## config.mk

```make
export PLATFORM = sky130hd
export DESIGN_NAME = irq_master_aggr
export DESIGN_NICKNAME = d
export VERILOG_FILES = /design/src/rtl/irq_master_pkg.sv /design/src/rtl/irq_sum_reduce.sv /design/src/rtl/irq_master_reg.sv /design/src/rtl/irq_msg_trigger.sv /design/src/rtl/irq_master_aggr.sv
export SDC_FILE = /design/constraint.sdc
export NUM_CORES = 1
export LEC_CHECK = 0
export BUFFER_PORTS_ARGS = -buffer_cell sky130_fd_sc_hd__buf_2
export CORE_AREA = 2 2 171 173
export CTS_CLUSTER_SIZE = 10
export DETAILED_ROUTE_END_ITERATION = 8
export DIE_AREA = 0 0 173 175
export PLACE_DENSITY = 0.32
export SKIP_LAST_GASP = 1
export SYNTH_ARGS = -nofsm -noshare
export SYNTH_HDL_FRONTEND = slang
export SYNTH_SLANG_ARGS = --single-unit
```

## constraint.sdc

```tcl
create_clock -name clk -period 1.3 [get_ports clk]
set_input_delay 0.13 -clock clk [delete_from_list [all_inputs] [get_ports clk]]
set_output_delay 0.13 -clock clk [all_outputs]
set_load 0.005 [all_outputs]
```

## src/rtl/irq_master_pkg.sv

```systemverilog
// Package: shared constants for the master interrupt aggregator.
// Holds the register width, the gate bit position, the source count and
// the fixed source-to-summary-bit assignment with the span each source uses.
package irq_master_pkg;

    localparam int unsigned REG_W      = 32;
    localparam int unsigned GATE_BIT   = REG_W - 1;
    localparam int unsigned CTRL_W     = 16;
    localparam int unsigned NUM_SRC    = 13;

    // Which part of a 32-bit source feeds its summary bit.
    localparam logic [1:0] SPAN_LOW  = 2'd0;
    localparam logic [1:0] SPAN_HIGH = 2'd1;
    localparam logic [1:0] SPAN_FULL = 2'd2;

    // Source order: eng0 lo, eng0 hi, eng1 lo, eng1 hi, eng2 lo, eng3 lo,
    // pipe A, pipe B, pipe C, port, misc, south, power.
    localparam int unsigned SRC_BIT [NUM_SRC] =
        '{0, 1, 2, 3, 4, 6, 16, 17, 18, 20, 22, 23, 30};

    localparam logic [1:0] SRC_SPAN [NUM_SRC] =
        '{SPAN_LOW, SPAN_HIGH, SPAN_LOW, SPAN_HIGH, SPAN_LOW, SPAN_LOW,
          SPAN_FULL, SPAN_FULL, SPAN_FULL, SPAN_FULL, SPAN_FULL,
          SPAN_FULL, SPAN_FULL};

    // Returns the set of master bits that some source drives.
    function automatic logic [REG_W-1:0] mapped_bits();
        logic [REG_W-1:0] m;
        m = '0;
        for (int i = 0; i < NUM_SRC; i++) begin
            m[SRC_BIT[i]] = 1'b1;
        end
        return m;
    endfunction

endpackage

```

## src/rtl/irq_sum_reduce.sv

```systemverilog
// Module: irq_sum_reduce
// Reduces one source summary word to a single hit bit over the chosen span
// (lower half, upper half or whole word).
// Assumes W is even; the span is fixed at elaboration.
module irq_sum_reduce
    import irq_master_pkg::*;
#(
    parameter int unsigned W    = REG_W,
    parameter logic [1:0]  SPAN = SPAN_FULL
) (
    input  logic [W-1:0] pend,
    output logic         hit
);
    localparam int unsigned HALF = W / 2;

    logic [W-1:0] span_mask;

    // Pick the mask for the configured span.
    generate
        if (SPAN == SPAN_LOW) begin : g_low
            assign span_mask = {{HALF{1'b0}}, {HALF{1'b1}}};
        end else if (SPAN == SPAN_HIGH) begin : g_high
            assign span_mask = {{HALF{1'b1}}, {HALF{1'b0}}};
        end else begin : g_full
            assign span_mask = {W{1'b1}};
        end
    endgenerate

    // Any selected pending bit raises the hit.
    always_comb begin
        hit = |(pend & span_mask);
    end

endmodule

```

## src/rtl/irq_master_reg.sv

```systemverilog
// Module: irq_master_reg
// Holds the master word: a software gate bit at the top and level-tracking
// summary bits below it. Summary bits follow their hits while the gate is
// set and freeze while it is clear. Unmapped bits stay at zero.
// Assumes the gate occupies the top bit of the word.
module irq_master_reg
    import irq_master_pkg::*;
#(
    parameter int unsigned W = REG_W,
    parameter int unsigned N = NUM_SRC
) (
    input  logic         clk,
    input  logic         rst_n,
    input  logic         wr_en,
    input  logic         wr_gate,
    input  logic [N-1:0] hits,
    output logic [W-1:0] master
);
    localparam logic [W-1:0] LIVE_MASK = mapped_bits() | (W'(1) << GATE_BIT);

    logic         gate_q;
    logic [W-2:0] sum_q;
    logic [W-2:0] sum_nxt;

    // Scatter the hit bits into their master positions.
    always_comb begin
        sum_nxt = '0;
        for (int i = 0; i < N; i++) begin
            sum_nxt[SRC_BIT[i]] = sum_nxt[SRC_BIT[i]] | hits[i];
        end
    end

    // Gate bit: software-written, cleared by reset.
    always_ff @(posedge clk) begin
        if (!rst_n) begin
            gate_q <= 1'b0;
        end else if (wr_en) begin
            gate_q <= wr_gate;
        end
    end

    // Summary bits: track while gated on, hold otherwise.
    always_ff @(posedge clk) begin
        if (!rst_n) begin
            sum_q <= '0;
        end else if (gate_q) begin
            sum_q <= sum_nxt;
        end
    end

    assign master = {gate_q, sum_q};

    a_r1_gate_write: assert property (@(posedge clk) disable iff (!rst_n)
        wr_en |=> master[GATE_BIT] == $past(wr_gate));

    a_r4_unmapped_zero: assert property (@(posedge clk) disable iff (!rst_n)
        (master & ~LIVE_MASK) == '0);

    a_r6_frozen_off: assert property (@(posedge clk) disable iff (!rst_n)
        !master[GATE_BIT] |=> $stable(master[W-2:0]));

endmodule

```

## src/rtl/irq_msg_trigger.sv

```systemverilog
// Module: irq_msg_trigger
// Forms the message condition from the gate, the summary and the capability
// control, and emits a one-cycle pulse on its rising edge.
// Assumes control bit 0 is the enable and all higher bits must be zero.
module irq_msg_trigger
    import irq_master_pkg::*;
#(
    parameter int unsigned CW = CTRL_W
) (
    input  logic          clk,
    input  logic          rst_n,
    input  logic          gate,
    input  logic          sum_any,
    input  logic [CW-1:0] ctrl,
    output logic          pulse
);
    logic cap_ok;
    logic cond;
    logic cond_q;
    logic pulse_q;

    // Single-message format with the enable set is the only accepted setting.
    always_comb begin
        cap_ok = ctrl[0] & ~(|ctrl[CW-1:1]);
        cond   = gate & sum_any & cap_ok;
    end

    // Edge detector: pulse once when the condition rises.
    always_ff @(posedge clk) begin
        if (!rst_n) begin
            cond_q  <= 1'b0;
            pulse_q <= 1'b0;
        end else begin
            cond_q  <= cond;
            pulse_q <= cond & ~cond_q;
        end
    end

    assign pulse = pulse_q;

    a_r7_needs_pending: assert property (@(posedge clk) disable iff (!rst_n)
        pulse |-> $past(gate && sum_any));

    a_r8_cap_required: assert property (@(posedge clk) disable iff (!rst_n)
        pulse |-> $past(ctrl[0] && ctrl[CW-1:1] == '0));

    a_r9_single_cycle: assert property (@(posedge clk) disable iff (!rst_n)
        pulse |=> !pulse);

endmodule

```

## src/rtl/irq_master_aggr.sv

```systemverilog
// Module: irq_master_aggr (top)
// Collects per-group enabled pending summaries into the master word and
// raises a message interrupt pulse. Inputs are already qualified by each
// group's own enable; leaf register logic lives elsewhere.
module irq_master_aggr
    import irq_master_pkg::*;
(
    input  logic              clk,
    input  logic              rst_n,
    input  logic [REG_W-1:0]  eng0_pend,
    input  logic [REG_W-1:0]  eng1_pend,
    input  logic [REG_W-1:0]  eng2_pend,
    input  logic [REG_W-1:0]  eng3_pend,
    input  logic [REG_W-1:0]  pipe_a_pend,
    input  logic [REG_W-1:0]  pipe_b_pend,
    input  logic [REG_W-1:0]  pipe_c_pend,
    input  logic [REG_W-1:0]  port_pend,
    input  logic [REG_W-1:0]  misc_pend,
    input  logic [REG_W-1:0]  south_pend,
    input  logic [REG_W-1:0]  power_pend,
    input  logic              wr_en,
    input  logic [REG_W-1:0]  wr_data,
    input  logic [CTRL_W-1:0] msg_ctrl,
    output logic [REG_W-1:0]  master_o,
    output logic              msg_pulse
);
    logic [REG_W-1:0] src [NUM_SRC];
    logic [NUM_SRC-1:0] hits;
    logic sum_any;

    // Source list in the package's mapping order.
    always_comb begin
        src[0]  = eng0_pend;
        src[1]  = eng0_pend;
        src[2]  = eng1_pend;
        src[3]  = eng1_pend;
        src[4]  = eng2_pend;
        src[5]  = eng3_pend;
        src[6]  = pipe_a_pend;
        src[7]  = pipe_b_pend;
        src[8]  = pipe_c_pend;
        src[9]  = port_pend;
        src[10] = misc_pend;
        src[11] = south_pend;
        src[12] = power_pend;
    end

    generate
        for (genvar g = 0; g < NUM_SRC; g++) begin : g_src
            irq_sum_reduce #(
                .W    (REG_W),
                .SPAN (SRC_SPAN[g])
            ) u_red (
                .pend (src[g]),
                .hit  (hits[g])
            );
        end
    endgenerate

    irq_master_reg #(
        .W (REG_W),
        .N (NUM_SRC)
    ) u_reg (
        .clk     (clk),
        .rst_n   (rst_n),
        .wr_en   (wr_en),
        .wr_gate (wr_data[GATE_BIT]),
        .hits    (hits),
        .master  (master_o)
    );

    // Any summary bit below the gate counts as pending.
    always_comb begin
        sum_any = |master_o[GATE_BIT-1:0];
    end

    irq_msg_trigger #(
        .CW (CTRL_W)
    ) u_trig (
        .clk     (clk),
        .rst_n   (rst_n),
        .gate    (master_o[GATE_BIT]),
        .sum_any (sum_any),
        .ctrl    (msg_ctrl),
        .pulse   (msg_pulse)
    );

    a_r1_low_bits_ignored: assert property (@(posedge clk) disable iff (!rst_n)
        (wr_en && !master_o[GATE_BIT] && wr_data[GATE_BIT-1:0] != '0)
            |=> master_o[GATE_BIT-1:0] == $past(master_o[GATE_BIT-1:0]));

endmodule

```

# Word level (Yosys, flattened, before mapping)
# Index checks and enable logic that the tools add are counted.
# word_totals
reg_bits,16
inputBits,403
out_inout_bits,33
word_cells,25
# classes
bitwise,6
reduce_logical,15
# ops
op,n
$reduce_or A32 Y1,7
$reduce_or A16 Y1,6
$reduce_or A15 Y1,1
$reduce_or A13 Y1,1
$and A1 B1 Y1,4
$not A1 Y1,2

# Longest topological paths before layout
# depth
depth_word,5
mapped_depth,4
depth_no_buf,3

# Modules after synthesis
# From an unflattened synthesis, not the netlist that was laid out.
# unflattened
cells_unflattened,192
area_unflattened_um2,1580.3
# modules_own_cells
module,n_inst,cells_each,area_each_um2,seq_area_each_um2
irq_master_reg,1,65,689.4,280.3
irq_sum_reduce (g_src[10].u_red ...),7,11,75.1,0.0
irq_sum_reduce (g_src[0].u_red ...),6,5,31.3,0.0
irq_msg_trigger,1,10,105.1,40.0
irq_master_aggr,1,10,72.6,0.0

# Worst setup path before layout
# No wires, ideal clock.
# synth_timing
path_type,register -> register
from,reg u_reg.gate_q
to,"reg u_trig.pulse_q, in the netlist u_trig.pulse"
setup_time_ps,88
arrival_time_ps,978
t_required_ps,1212
setup_slack_ps,234
path_stages_with_launch,5
path_buffers,1
synth_period_minus_slack_ps,1066
path_cell_list,dfxtp_1 -> buf_4 -> nor4b_2 -> nand4_1 -> nor4_2
# synth_between
elab_chain_cells,3
# synth_lines
element,line_no,text
"start, declared",irq_master_reg.sv:21,logic gate_q;
"start signal, assigned",irq_master_reg.sv:38,gate_q <= wr_gate;
$and A1 B1 Y1 (2 in a row),irq_msg_trigger.sv:25,cond = gate & sum_any & cap_ok;
$and A1 B1 Y1,irq_msg_trigger.sv:35,pulse_q <= cond & ~cond_q;
"end signal, assigned",irq_msg_trigger.sv:35,
"end, declared",irq_msg_trigger.sv:20,logic pulse_q;
# Every way passes these cells.
# A chain may end at the register's enable or synchronous reset.

# Final worst setup path
# Same ends and word-level chain as after synthesis.

==> impl_metrics.env <==
export IMPL_status="finished clean"
export IMPL_critPathArrivalTime_ns=1.42
export IMPL_max_stage_delay_ns=0.37
export IMPL_fin_cells=940
export IMPL_hpwlAfterDp_um=10800
export IMPL_htreeDepth=1
export IMPL_hold_class="primary input to flip-flop"
export IMPL_cpLargestDelayFamily="simple AND/OR/NAND/NOR gates"
export IMPL_finalCritPeriodShare_pct=95.3
export IMPL_rsz0062_at_grt="yes"
export IMPL_sw_frac_of_total_pct=28.8
export IMPL_synth_top_area_cell="nor4_1"
export IMPL_p_seq_share_pct=26.6
export IMPL_required_ns=1.48
export IMPL_p_leak_nw=1.94
export IMPL_io_buffer_count=354
export IMPL_dieHeight_um=175
export IMPL_ys_seq_area_share_pct=22.0
export IMPL_power_share_combinational_pct=36.8
export IMPL_vias=3000
export IMPL_fin_nets=959
export IMPL_gr_total_overflow=0
export IMPL_switchingPower_w=0.000593
export IMPL_crit_chain="buf_6 -> nor4b_4 -> nand4_1 -> nor4_2"
export IMPL_critPathSlowestCell="dfxtp_4"
export IMPL_ys_warn_count=0
export IMPL_placedCellCount=935
export IMPL_synth_area_leaders="nor4_1 27%, dfxtp_1 22%, buf_4 10%"
export IMPL_route_detailed_drc=0
export IMPL_power_internal_w=0.00147
export IMPL_ys_seq_elements=16
export IMPL_row_count=62
export IMPL_setup_viol=0
export IMPL_grt_max_degree=16
export IMPL_final_util_pct=13.6
export IMPL_area_growth_pct=166
export IMPL_drt_initial_drc_count=54
export IMPL_maxCapViolations=0
export IMPL_fmax_mhz=807
export IMPL_drv_slew=0
export IMPL_wl_per_cell_um=12.6
export IMPL_cts_tree="done"
export IMPL_clk_pin_slew_ns=0.07
export IMPL_antenna_found_initial=2
export IMPL_avgSynthCellArea_um2=7.73
export IMPL_die_area_mm2=0.0303
export IMPL_p_clk_share_pct=36.6
export IMPL_critPathMaxFanout=4
export IMPL_grt_pass1_wl_um=16300
export IMPL_fin_skew_ns=0.00243
export IMPL_root_buffer="clkbuf_16"
export IMPL_ir_worst_vdd_v=0.000362
export IMPL_synthDistinctLibCells=21
export IMPL_drt_pass1_iterations=4
export IMPL_cts_sinks=16
export IMPL_powerDensity_mw_per_mm2=533
export IMPL_synth_top_area_share_pct=26.7
export IMPL_initial_core_util_pct=5.12
export IMPL_detail_route_antenna_nets=0
export IMPL_numCtsBuffers=3
export IMPL_core_area_mm2=0.0284
export IMPL_clock_latency_ns=0.26
export IMPL_syn_area_mm2=0.00145
export IMPL_gp_congestion=0.722
export IMPL_critPathKind="flip-flop to flip-flop"
export IMPL_fin_crit_ns=1.24
export IMPL_drt_wl_total_um=11800
export IMPL_end_kind="flip-flop"
export IMPL_ctsHoldBuffers=0
export IMPL_start_kind="flip-flop"
export IMPL_crit_buf_inv=1
export IMPL_groute_usage_overall_pct=7.19
export IMPL_clock_path_buffers=2
export IMPL_fp_dieW_um=173
export IMPL_synth_cells=188
export IMPL_io_pins=436
export IMPL_drive_above_1_share_pct=68.5
export IMPL_avgViaCountPerCell=3.19
export IMPL_nFillCells=3344
export IMPL_grt_pass1_vias=3010
export IMPL_final_hold_violation_count=0
## synth_stat cells
library cell / number
a21oi_1: 6
a31oi_1: 7
and3_1: 7
and4_1: 14
buf_2: 1
buf_4: 20
clkbuf_1: 2
conb_1: 1
dfxtp_1: 16
mux2i_1: 1
nand4_1: 1
nor2_1: 2
nor2b_1: 1
nor3_1: 16
nor4_1: 62
nor4_2: 1
nor4b_1: 8
nor4b_2: 1
o21ai_0: 13
or4_1: 7
or4b_4: 1
## kinds of logic (layout without fill, tap and decap cells)
kind of cell	count (synthesis)	after routing	share of synthesized area (%)
DFF	16	16	22.0
muxes	1	1	0.688
AOI/OAI and AO/OA	26	26	9.55
and+or+nand+nor	121	121	56.3
buffers and inverters	23	373	11.2
other	1	19	0.258
## per-stage QoR
step | setup slack (ns) | TNS [ns] | area, µm² | hold slack, ns | total power, W
2_1_floorplan | 0.234 | 0 | 1520 | 0.268 | 0.000708
3_3_place_gp | -0.138 | -0.239 | 3730 | 0.395 | 0.00131
3_5_place_dp | -0.164 | -0.280 | 3730 | 0.399 | 0.00132
4_1_cts | 0.0100 | 0 | 3840 | 0.142 | 0.00215
5_1_grt | -0.0642 | -0.0642 | 3870 | 0.173 | 0.00223
6_report | 0.0610 | 0 | 3870 | 0.156 | 0.00206
## cell usage in the layout (no fill, tap or decap)
master     netlist  final
a21oi_1          6      6
a31oi_1          7      7
and3_1           7      7
and4_1          14     14
buf_12           0      1
buf_2            1    354
buf_4           20     12
buf_6            0      2
clkbuf_16        0      3
clkbuf_8         0      1
conb_1           1     18
dfxtp_1         16     15
dfxtp_4          0      1
diode_2          0      1
mux2i_1          1      1
nand4_1          1      1
nor2_1           2      2
nor2b_1          1      1
nor3_1          16     16
nor4_1          62     61
nor4_2           1      1
nor4_4           0      1
nor4b_1          8      6
nor4b_2          1      2
nor4b_4          0      1
o21ai_0         13     13
or4_1            7      7
or4b_4           1      1
## layout make-up
| class | count | area (µm²) | share of cell area, % |
|---|---|---|---|
| Tap cell | 384 | 480 | 12.4 |
| Clock buffer | 4 | 88.8 | 2.29 |
| Antenna cell | 1 | 2.50 | 0.0646 |
| Timing Repair Buffer | 369 | 1900 | 49.2 |
| Multi-Input combinational cell | 166 | 1070 | 27.7 |
| Sequential cell | 16 | 324 | 8.37 |
## sequential cells by signal (all words and copies together) (netlist names)
register       count
u_reg.gate_q       1
u_trig.pulse       1
u_reg.sum_q       13
u_trig.cond_q      1
## tightest hold or removal path, cell delays in order
cell,delay (ns)
buf_2,0.07
nor3_1,0.04
a31oi_1,0.14
## routing by layer
layer	global-route usage, %	part of all wire, %	up-vias
met4	1.55	1.6	2
met2	14.3	55	196
met3	2.24	8.7	8
met5	0	0.14	-
met1	7.26	35	1284
li1	-	-	1510
## power by group through the flow
| stage | Combinational, W | Clock (W) | Sequential [W] |
|---|---|---|---|
| after detailed placement | 0.000763 | 0 | 0.000558 |
| after floorplan | 0.000156 | 0 | 0.000551 |
| final | 0.000759 | 0.000756 | 0.000549 |
| after global routing | 0.000842 | 0.000835 | 0.000555 |
| after global placement | 0.000756 | 0 | 0.000558 |
| after CTS | 0.000773 | 0.000827 | 0.000551 |
## what timing repair did
| action | in CTS | in global routing |
|---|---|---|
| pin swaps | 1 | 3 |
| endpoints found under the hold margin | 0 | 0 |
| endpoints found under the setup margin | 3 | 5 |
| buffers inserted | 0 | 0 |
| gates resized for setup | 4 | 5 |
## worst paths after layout
path / startpoint / endpoint / slack, ns / cells past startpoint
max: u_reg.gate_q / u_trig.pulse / 0.06 / 4
min: misc_pend[10] / u_reg.sum_q[22] / 0.16 / 3
max reg2reg: u_reg.gate_q / u_trig.pulse / 0.06 / 4
min reg2reg: u_trig.cond_q / u_trig.pulse / 0.41 / 1
(Power assumes the default switching activity.)
